File: src/rtl/capture_store_pkg.sv
package capture_store_pkg;

  typedef enum logic [1:0] {
    CS_IDLE = 2'd0,
    CS_PRE  = 2'd1,
    CS_POST = 2'd2,
    CS_DONE = 2'd3
  } capState_t;

  // Strobes from the control unit to the record datapath.
  typedef struct packed {
    logic wrEn;    // store the incoming record at wrAddr
    logic rdLoad;  // register the record at rdAddr onto rdData
  } pathStrobe_t;

endpackage

File: src/rtl/capture_store_ratio.sv
module capture_store_ratio #(
  parameter int ADDR_W  = 6,
  parameter int RATIO_W = 4
) (
  input  logic [RATIO_W-1:0] ratioIn,
  output logic [ADDR_W:0]    regionSize
);
  localparam int DEPTH    = 1 << ADDR_W;
  localparam int STEPS    = 1 << RATIO_W;
  localparam int MIN_STEP = 1;
  localparam int MAX_STEP = 9;
  localparam int STEP_DEN = 10;

  function automatic logic [ADDR_W:0] sizeFor(input int r);
    int rc;
    int prod;
    rc = r;
    if (rc < MIN_STEP) rc = MIN_STEP;
    if (rc > MAX_STEP) rc = MAX_STEP;
    prod = (DEPTH * rc) / STEP_DEN;
    if (prod < 1) prod = 1;
    if (prod > DEPTH - 1) prod = DEPTH - 1;
    return (ADDR_W + 1)'(prod);
  endfunction

  logic [ADDR_W:0] sizeTab [STEPS];

  // One constant entry per ratio code; the index selects it.
  for (genvar g = 0; g < STEPS; g++) begin : g_tab
    assign sizeTab[g] = sizeFor(g);
  end

  assign regionSize = sizeTab[ratioIn];

endmodule

File: src/rtl/capture_store_path.sv
module capture_store_path import capture_store_pkg::*; #(
  parameter int DATA_W  = 8,
  parameter int STAMP_W = 8,
  parameter int ADDR_W  = 6
) (
  input  logic                      clk,
  input  pathStrobe_t               strobe,
  input  logic [ADDR_W-1:0]         wrAddr,
  input  logic [ADDR_W-1:0]         rdAddr,
  input  logic [DATA_W-1:0]         sampleIn,
  input  logic [STAMP_W-1:0]        stampIn,
  output logic [STAMP_W+DATA_W-1:0] rdData
);
  localparam int DEPTH  = 1 << ADDR_W;
  localparam int WORD_W = STAMP_W + DATA_W;

  logic [WORD_W-1:0] recMem [DEPTH];
  logic [WORD_W-1:0] packedRec;

  assign packedRec = {stampIn, sampleIn};

  always_ff @(posedge clk) begin
    if (strobe.wrEn) recMem[wrAddr] <= packedRec;
    if (strobe.rdLoad) rdData <= recMem[rdAddr];
  end

endmodule

File: src/rtl/capture_store_ctrl.sv
module capture_store_ctrl import capture_store_pkg::*; #(
  parameter int ADDR_W = 6
) (
  input  logic              clk,
  input  logic              rstN,
  input  logic              armEn,
  input  logic              wrReq,
  input  logic              trigHit,
  input  logic              rdStrobe,
  input  logic [ADDR_W:0]   regionSize,
  output pathStrobe_t       strobe,
  output logic [ADDR_W-1:0] wrAddr,
  output logic [ADDR_W-1:0] rdAddr,
  output logic              capDone,
  output logic              rdValid
);
  localparam int CNT_W = ADDR_W + 1;
  localparam logic [CNT_W-1:0]  DEPTH_C   = CNT_W'(1 << ADDR_W);
  localparam logic [ADDR_W-1:0] LAST_ADDR = '1;

  capState_t         state;
  logic [CNT_W-1:0]  sizeQ, fillCnt, rdIdx, rdIdxNext, totalRecs;
  logic [CNT_W-1:0]  ringSum, ringAdj, postOff;
  logic [ADDR_W-1:0] ringPtr, postPtr, ringStart;
  logic              wrEn, advance, ringWrapped;

  // Write side: ring pointer before the trigger, linear pointer after it.
  always_comb begin
    wrEn        = armEn && wrReq && (state == CS_PRE || state == CS_POST);
    wrAddr      = (state == CS_POST) ? postPtr : ringPtr;
    ringWrapped = (fillCnt == sizeQ);
  end

  // Read side: map the chronological index to a RAM address.
  always_comb begin
    ringStart = ringWrapped ? ringPtr : '0;
    totalRecs = fillCnt + (DEPTH_C - sizeQ);
    advance   = (state == CS_DONE) && rdValid && rdStrobe;
    rdIdxNext = (state == CS_DONE) ? rdIdx + CNT_W'(advance) : '0;
    ringSum   = {1'b0, ringStart} + rdIdxNext;
    ringAdj   = (ringSum >= sizeQ) ? ringSum - sizeQ : ringSum;
    postOff   = sizeQ + rdIdxNext - fillCnt;
    rdAddr    = (rdIdxNext < fillCnt) ? ringAdj[ADDR_W-1:0] : postOff[ADDR_W-1:0];
  end

  always_comb begin
    strobe.wrEn   = wrEn;
    strobe.rdLoad = (state == CS_DONE);
    capDone       = (state == CS_DONE);
  end

  always_ff @(posedge clk or negedge rstN) begin
    if (!rstN) begin
      state   <= CS_IDLE;
      sizeQ   <= '0;
      fillCnt <= '0;
      ringPtr <= '0;
      postPtr <= '0;
    end else if (!armEn) begin
      state <= CS_IDLE;
    end else begin
      unique case (state)
        CS_IDLE: begin
          state   <= CS_PRE;
          sizeQ   <= regionSize;
          fillCnt <= '0;
          ringPtr <= '0;
          postPtr <= '0;
        end
        CS_PRE: begin
          if (wrReq) begin
            ringPtr <= ({1'b0, ringPtr} == sizeQ - CNT_W'(1)) ? '0 : ringPtr + 1'b1;
            if (fillCnt != sizeQ) fillCnt <= fillCnt + CNT_W'(1);
          end
          if (trigHit) begin
            state   <= CS_POST;
            postPtr <= sizeQ[ADDR_W-1:0];
          end
        end
        CS_POST: begin
          if (wrReq) begin
            if (postPtr == LAST_ADDR) state <= CS_DONE;
            else postPtr <= postPtr + 1'b1;
          end
        end
        default: ;
      endcase
    end
  end

  always_ff @(posedge clk or negedge rstN) begin
    if (!rstN) begin
      rdIdx   <= '0;
      rdValid <= 1'b0;
    end else if (!armEn) begin
      rdIdx   <= '0;
      rdValid <= 1'b0;
    end else begin
      rdIdx   <= rdIdxNext;
      rdValid <= (state == CS_DONE) && (rdIdxNext < totalRecs);
    end
  end

  // a pre-trigger write never leaves the ring region.
  a_r3_ring_bound: assert property (@(posedge clk) disable iff (!rstN)
    (state == CS_PRE && wrEn) |-> ({1'b0, ringPtr} < sizeQ));

  // the count of valid ring records never passes the ring size.
  a_r8_fill_bound: assert property (@(posedge clk) disable iff (!rstN)
    (state != CS_IDLE) |-> (fillCnt <= sizeQ));

  // a trigger in pre-trigger capture moves the block to post filling.
  a_r4_trigger_switch: assert property (@(posedge clk) disable iff (!rstN)
    (state == CS_PRE && armEn && trigHit) |=> (state == CS_POST));

  // storing the last location completes the capture.
  a_r5_done_after_last: assert property (@(posedge clk) disable iff (!rstN)
    (state == CS_POST && wrEn && postPtr == LAST_ADDR) |=> capDone);

  // completion holds while armed.
  a_r6_done_sticky: assert property (@(posedge clk) disable iff (!rstN)
    (capDone && armEn) |=> capDone);

  // an accepted strobe advances the index by exactly one.
  a_r7_advance: assert property (@(posedge clk) disable iff (!rstN)
    (capDone && armEn && rdValid && rdStrobe) |=> (rdIdx == $past(rdIdx) + CNT_W'(1)));

  // valid records only exist in the done state.
  a_r9_valid_in_done: assert property (@(posedge clk) disable iff (!rstN)
    rdValid |-> capDone);

  // disarming clears completion and readout.
  a_r10_disarm: assert property (@(posedge clk) disable iff (!rstN)
    !armEn |=> (!capDone && !rdValid));

endmodule

File: src/rtl/capture_store.sv
module capture_store import capture_store_pkg::*; #(
  parameter int DATA_W  = 8,
  parameter int STAMP_W = 8,
  parameter int ADDR_W  = 6,
  parameter int RATIO_W = 4
) (
  input  logic                      clk,
  input  logic                      rstN,
  input  logic                      armEn,
  input  logic                      wrReq,
  input  logic [DATA_W-1:0]         sampleIn,
  input  logic [STAMP_W-1:0]        stampIn,
  input  logic                      trigHit,
  input  logic [RATIO_W-1:0]        preRatio,
  input  logic                      rdStrobe,
  output logic [STAMP_W+DATA_W-1:0] rdData,
  output logic                      capDone,
  output logic                      rdValid
);
  pathStrobe_t       strobe;
  logic [ADDR_W-1:0] wrAddr, rdAddr;
  logic [ADDR_W:0]   regionSize;

  capture_store_ratio #(.ADDR_W(ADDR_W), .RATIO_W(RATIO_W)) u_ratio (
    .ratioIn(preRatio), .regionSize(regionSize)
  );

  capture_store_ctrl #(.ADDR_W(ADDR_W)) u_ctrl (
    .clk(clk), .rstN(rstN), .armEn(armEn), .wrReq(wrReq), .trigHit(trigHit),
    .rdStrobe(rdStrobe), .regionSize(regionSize), .strobe(strobe),
    .wrAddr(wrAddr), .rdAddr(rdAddr), .capDone(capDone), .rdValid(rdValid)
  );

  capture_store_path #(.DATA_W(DATA_W), .STAMP_W(STAMP_W), .ADDR_W(ADDR_W)) u_path (
    .clk(clk), .strobe(strobe), .wrAddr(wrAddr), .rdAddr(rdAddr),
    .sampleIn(sampleIn), .stampIn(stampIn), .rdData(rdData)
  );

endmodule

File: config.mk
export PLATFORM = sky130hd
export DESIGN_NAME = capture_store
export DESIGN_NICKNAME = d
export VERILOG_FILES = /design/src/rtl/capture_store_pkg.sv /design/src/rtl/capture_store_ratio.sv /design/src/rtl/capture_store_path.sv /design/src/rtl/capture_store_ctrl.sv /design/src/rtl/capture_store.sv
export SDC_FILE = /design/constraint.sdc
export NUM_CORES = 1
export LEC_CHECK = 0
export CAP_MARGIN = 15
export CORE_MARGIN = 4
export CORE_UTILIZATION = 40
export CTS_CLUSTER_SIZE = 30
export DETAILED_ROUTE_END_ITERATION = 10
export RECOVER_POWER = 25
export SLEW_MARGIN = 10
export SYNTH_ARGS = -nofsm -noshare
export SYNTH_HDL_FRONTEND = slang
export SYNTH_SLANG_ARGS = --single-unit
File: constraint.sdc
create_clock -name clk -period 12 [get_ports clk]
set_input_delay 2.4 -clock clk [delete_from_list [all_inputs] [get_ports clk]]
set_output_delay 2.4 -clock clk [all_outputs]
set_load 0.02 [all_outputs]
# Word-level counts from Yosys, hierarchy flattened
# Memories as Yosys holds them, arrays and structs flattened. A register that Yosys moved wholly into a read port is not among the register bits.
# Index checks and enable logic that the tools add are counted.
op_classes:
  n_addsub: 11
  magnitude_cmp: 3
  n_eq_ne: 16
  muxes: 24
  bitwise: 1
  reduce_logical: 15
ops:
  columns: ["cell", "n"]
  rows:
  - ["$mux W6", 9]
  - ["$mux W7", 4]
  - ["$pmux W6 S3", 1]
  - ["$lt A7 B7 Y1", 2]
  - ["$pmux W7 S2", 1]
  - ["$add A6 B1 Y6 const B", 2]
  - ["$pmux W6 S2", 1]
  - ["$sub A6 B6 Y6", 2]
  - ["$ne A2 B2 Y1 const B", 5]
  - ["$ne A3 B3 Y1 const B", 3]
  - ["$mux W2", 4]
  - ["$reduce_and A4 Y1", 2]
  - ["$add A6 B7 Y7", 1]
  - ["$add A7 B1 Y7", 1]
  - ["$add A7 B1 Y7 const B", 1]
  - ["$add A7 B7 Y7", 1]
  - ["$eq A6 B7 Y1", 1]
  - ["$eq A7 B7 Y1", 1]
  - ["$ge A7 B7 Y1", 1]
  - ["$ne A7 B7 Y1", 1]
  - ["$sub A7 B1 Y7 const B", 1]
  - ["$sub A7 B7 Y7 const A", 1]
  - ["$add A6 B6 Y6", 1]
  - ["$eq A6 B6 Y1 const B", 1]
  - ["other kinds (15)", 22]
totals:
  ff_bits: 29
  ram_bits: 1024
  mem_bits_ro: 112
  inputBits: 26
  out_inout_bits: 18
  n_memories: 2
memory_table:
  columns: ["memory", "depth", "word_bits", "read_ports", "rd_clocked_by_memory_dff", "write_ports", "line_no", "source"]
  rows:
  - ["u_path.recMem", 64, 16, 1, 1, 1, "capture_store_path.sv:17", "logic [WORD_W-1:0] recMem [DEPTH];"]
  - ["(name not given)", 16, 7, 1, 1, 0, "capture_store_ratio.sv:33", "assign regionSize = sizeTab[ratioIn];"]

# Longest topological paths before layout
depth:
  ltp_word: 9
  mapped_depth: 29

# Cells and area by module
# A second synthesis with hierarchy kept.
unflattened:
  hier_cells: 2285
  area_unflattened_um2: 44191.1
modules_own_cells:
  columns: ["mod", "instances", "cells_per_inst", "area_per_inst_um2", "seq_area_each_um2"]
  rows:
  - ["capture_store_path", 1, 1829, 40202.3, 31230.0]
  - ["capture_store_ctrl", 1, 430, 3802.4, 900.9]
  - ["capture_store_ratio", 1, 26, 186.4, 0.0]

# Worst setup path after synthesis
# Ideal clock, no wire load.
synth_path:
  kind: "input to register"
  startpoint: "in rdStrobe"
  endpoint: "reg u_path.rdData[10], read port of u_path.recMem, data pin"
  arrival_time_ns: 7.185
  path_slack_ns: 4.554
  cell_stages: 23
  n_path_buf: 2
  cell_sequence: "and3_1 > ha_1 > ha_1 > and2_1 > inv_1 > fa_1 > inv_1 > a21oi_1 > nor2_1 > xnor2_1 > ha_1 > o21a_1 > o31a_1 > o221a_2 > a2111oi_4 > a211oi_1 > o31ai_1 > buf_4 > buf_2 > mux2i_1 > o22ai_1 > or4_1 > a221o_1"
synth_via:
  elab_chain_len: 7
  elab_cells_between_ends: 11
synth_lines:
  columns: ["element", "line_no", "source"]
  rows:
  - ["from (decl)", "capture_store.sv:15", "input logic rdStrobe,"]
  - ["$logic_and A1 B1 Y1 *", "capture_store_ctrl.sv:38", "advance = (state == CS_DONE) && rdValid && rdStrobe;"]
  - ["$add A7 B1 Y7 *", "capture_store_ctrl.sv:39", "rdIdxNext = (state == CS_DONE) ? rdIdx + CNT_W'(advance) : '0;"]
  - ["$mux W7 *", "capture_store_ctrl.sv:39", null]
  - ["$add A6 B7 Y7", "capture_store_ctrl.sv:40", "ringSum = {1'b0, ringStart} + rdIdxNext;"]
  - ["$sub A6 B6 Y6 / $ge A7 B7 Y1 (equally long branches)", "capture_store_ctrl.sv:41", "ringAdj = (ringSum >= sizeQ) ? ringSum - sizeQ : ringSum;"]
  - ["$mux W6", "capture_store_ctrl.sv:41", null]
  - ["$mux W6 *", "capture_store_ctrl.sv:43", "rdAddr = (rdIdxNext < fillCnt) ? ringAdj[ADDR_W-1:0] : postOff[ADDR_W-1:0];"]
  - ["to (decl)", "capture_store_path.sv:12", "output logic [STAMP_W+DATA_W-1:0] rdData"]
# Every way passes the cells marked *; elsewhere a longest branch is shown, timed or not.
# A chain may end at the register's enable or synchronous reset.

# Worst setup path in the final report
layout_path:
  startpoint: "in rdStrobe"
  endpoint: "reg u_path.rdData[12], read port of u_path.recMem, data pin"
# Same word-level chain as after synthesis.

==> results.yml <==
die:
  die_area_um2: 116000
  core_area_um2: 109000
  die_y_um: 341
  row_count: 121
  initial_core_util_pct: 40.5
  die_x_um: 341
  design.portCount: 44
synth:
  netlist_top_cells_area: "edfxtp_1 70%, mux2i_1 8.2%, nand2_1 2.8%, dfrtp_1 1.9%, o22ai_1 1.8%"
  syn_inst: 2901
  ys.flop_type: "edfxtp_1"
  synth_seq_cells: 1074
  ys_seq_area_share_pct: 72.4
  yosysMostFrequentCell: "edfxtp_1"
  syn_avg_cell_area_um2: 15.3
  yosysTopAreaCell: "edfxtp_1"
  yosys_warnings: 0
  synth_top_area_share_pct: 70.5
  synthTopCellsByCount: "1,040 x edfxtp_1, 365 x mux2i_1, 325 x nand2_1"
  syn_nets: 2992
  async_flop_share_pct: 3.17
  netlist-cell-type-count: 81
  syn_area_um2: 44300
  synth-edff-count: 1040
timing:
  period_minus_slack_ps: 9060
  slew_headroom_pct: -158
  finalHoldViolations: 0
  fmaxAchievable_mhz: 110
  slew_violations: 978
  fin_skew_ps: 55.9
  tns_ps: 0
  setup_viol: 0
  worst_slew_pin_slew_ps: 3870
  finalCritPeriodShare_pct: 75.5
  rsz0062_at_grt: "false"
worst_setup_path:
  required_ps: 12440
  end_kind: "register"
  critical_path_class: "in -> reg"
  crit_chain: "clkdlybuf4s50_1 > and3_1 > ha_1 > nand2_1 > inv_1 > ha_1 > inv_1 > fa_1 > inv_1 > a21oi_1 > nor2_1 > xnor2_1 > ha_1 > o21a_1 > o31a_1 > o221a_2 > or2_2 > a221oi_2 > o21a_1 > nand2_1 > nor2_1 > a2111oi_0 > buf_4 > a221o_1"
  worst-path-buf-inv: 5
  reg2reg_depth: 23
  cp.depth: 24
  r2r-start: "u_ctrl.state[1]"
  crit_start: "rdStrobe"
  reg2reg_slack_ps: 3230
  arrival_ps: 9500
  cp-start-kind: "input pin"
  worstReg2RegEnd: "u_path.rdData[12]"
  cp_max_fo: 19
  critical-path-top-delay-family: "simple AND/OR/NAND/NOR gates"
  endpoint: "u_path.rdData[12]"
  slowest_delay_ps: 1010
  crit_slowest_cell: "nor2_1"
place:
  hpwlAfterDp_um: 70800
  placedInstanceArea_um2: 46600
  placed_cells: 4370
  gp_congestion: 0.885
  io_buffers: 43
drt:
  via_count: 26000
  drt_iter0_markers: 2920
  routed_via_density: 5.70
  wl_per_cell_um: 26.0
  firstDrtPassIters: 6
  wl_um: 119000
  drc_errors: 0
  ant_nets: 0
global_route:
  grt_max_degree: 182
  grt_antenna_before_repair: 4
  grt_first_pass_wirelength_um: 172000
  grt_pass1_vias: 25400
  overflow: 0
  grt.total_usage_pct: 19.9
cts:
  cts_hold_buffers: 0
  cts_sinks: 1074
  post_cts_buffers: 0
  cts_buffer_depth: 3
  clkLatencyLatePin_ps: 710
  cts_max_level: 3
  cts_tree: "yes"
  cts.clk_slew.worst_paths_ps: 70
  cts_root_buf: "clkbuf_16"
  cts_buffers: 104
  post_cts_resized: 0
status:
  outcome: "complete, but fails checks"
  failed_checks: "max-capacitance violations, max-slew violations"
cells_and_area:
  drive_gt1_share_pct: 9.99
  area_growth_pct: 12.8
  stdcell_area_um2: 50000
  num_antenna_cells: 0
  num-nets-final: 3091
  stdcell_count: 4568
run:
  drv_cap: 16
min_path:
  hold_path_class: "reg -> reg"
## cells by family (layout without fill, tap and decap cells)
logic type / after synthesis / count (layout) / share of synthesized area (%)
buf+inv: 201 / 392 / 2.18
fa+ha+maj: 66 / 66 / 1.98
xor+xnor: 34 / 34 / 0.672
mux: 382 / 382 / 8.67
simple gates: 627 / 627 / 6.19
flops: 1074 / 1074 / 72.4
compound gates: 517 / 517 / 7.93
## cell usage in the layout (no fill, tap or decap), drive strengths merged, types with 15 or more instances in the layout
cell / netlist / layout
a2111oi: 16 / 16
a21oi: 143 / 143
a221o: 15 / 15
a22o: 23 / 23
a22oi: 17 / 17
a31oi: 15 / 15
a32oi: 30 / 30
buf: 94 / 105
clkbuf: 63 / 135
clkdlybuf4s50: 0 / 26
clkinv: 0 / 64
dfrtp: 34 / 34
edfxtp: 1040 / 1040
ha: 58 / 58
inv: 44 / 48
mux2: 17 / 17
mux2i: 365 / 365
nand2: 329 / 329
nand3: 88 / 88
nor2: 128 / 128
o21ai: 42 / 42
o221ai: 17 / 17
o22ai: 129 / 129
o2bb2ai: 15 / 15
or4: 16 / 16
xnor2: 23 / 23
## state kept, by name (all words and copies together) (netlist names)
| register | cells |
|---|---|
| u_ctrl.state | 2 |
| u_ctrl.rdIdx | 7 |
| u_ctrl.fillCnt | 7 |
| u_path.recMem | 1024 |
| u_ctrl.ringPtr | 6 |
| u_path.rdData | 16 |
| u_ctrl.rdValid | 1 |
| u_ctrl.postPtr | 6 |
| u_ctrl.sizeQ | 5 |
## how the worst min path moves through the flow
stage                       from           endpoint  slack, ps  cells past startpoint
6_report       u_ctrl.postPtr[5]  u_ctrl.postPtr[5]        600                      1
2_1_floorplan  u_ctrl.postPtr[0]  u_ctrl.postPtr[0]        520                      2
4_1_cts        u_ctrl.postPtr[5]  u_ctrl.postPtr[5]        600                      1
5_1_grt        u_ctrl.postPtr[5]  u_ctrl.postPtr[5]        620                      1
3_3_place_gp   u_ctrl.postPtr[0]  u_ctrl.postPtr[0]        580                      2
3_5_place_dp   u_ctrl.postPtr[5]  u_ctrl.postPtr[5]        580                      1
## per-stage QoR
step           setup slack (ps)  util [%]  hold WS (ps)
6_report                   2940      45.7           605
5_1_grt                    2550      45.7           617
4_1_cts                    3180      45.8           601
3_5_place_dp               2460      42.6           582
3_3_place_gp               2560      42.6           581
2_1_floorplan              4550         -           519
## worst register-to-register path, stage by stage, from the launching register on
cell and delay [ps]:
dfrtp_1 420, ha_1 270, clkbuf_1 1520, nand2_1 230, inv_1 160, ha_1 180, inv_1 60, fa_1 430
inv_1 90, a21oi_1 90, nor2_1 240, xnor2_1 210, ha_1 350, o21a_1 210, o31a_1 130, o221a_2 320
or2_2 330, a221oi_2 300, o21a_1 510, nand2_1 660, nor2_1 1020, a2111oi_0 310, buf_4 220, a221o_1 280
## metal layers
metal / wire (um) / track usage [%]
met4: 4280 / 7.23
met1: 49900 / 27.7
met2: 55700 / 31.9
met5: 0 / 0
met3: 8870 / 3.08
## layout make-up
type,count,area [um2]
clock buffer,116,2690
inverter,44,165
tap,1476,1850
timing repair buffer,150,1150
sequential,1074,32100
clock inverter,82,762
multi-input combinational,1626,11300
fill,9439,59400
Power is not shown: default switching activity piles up to over one toggle a cycle in this logic, so the estimate is an artifact.
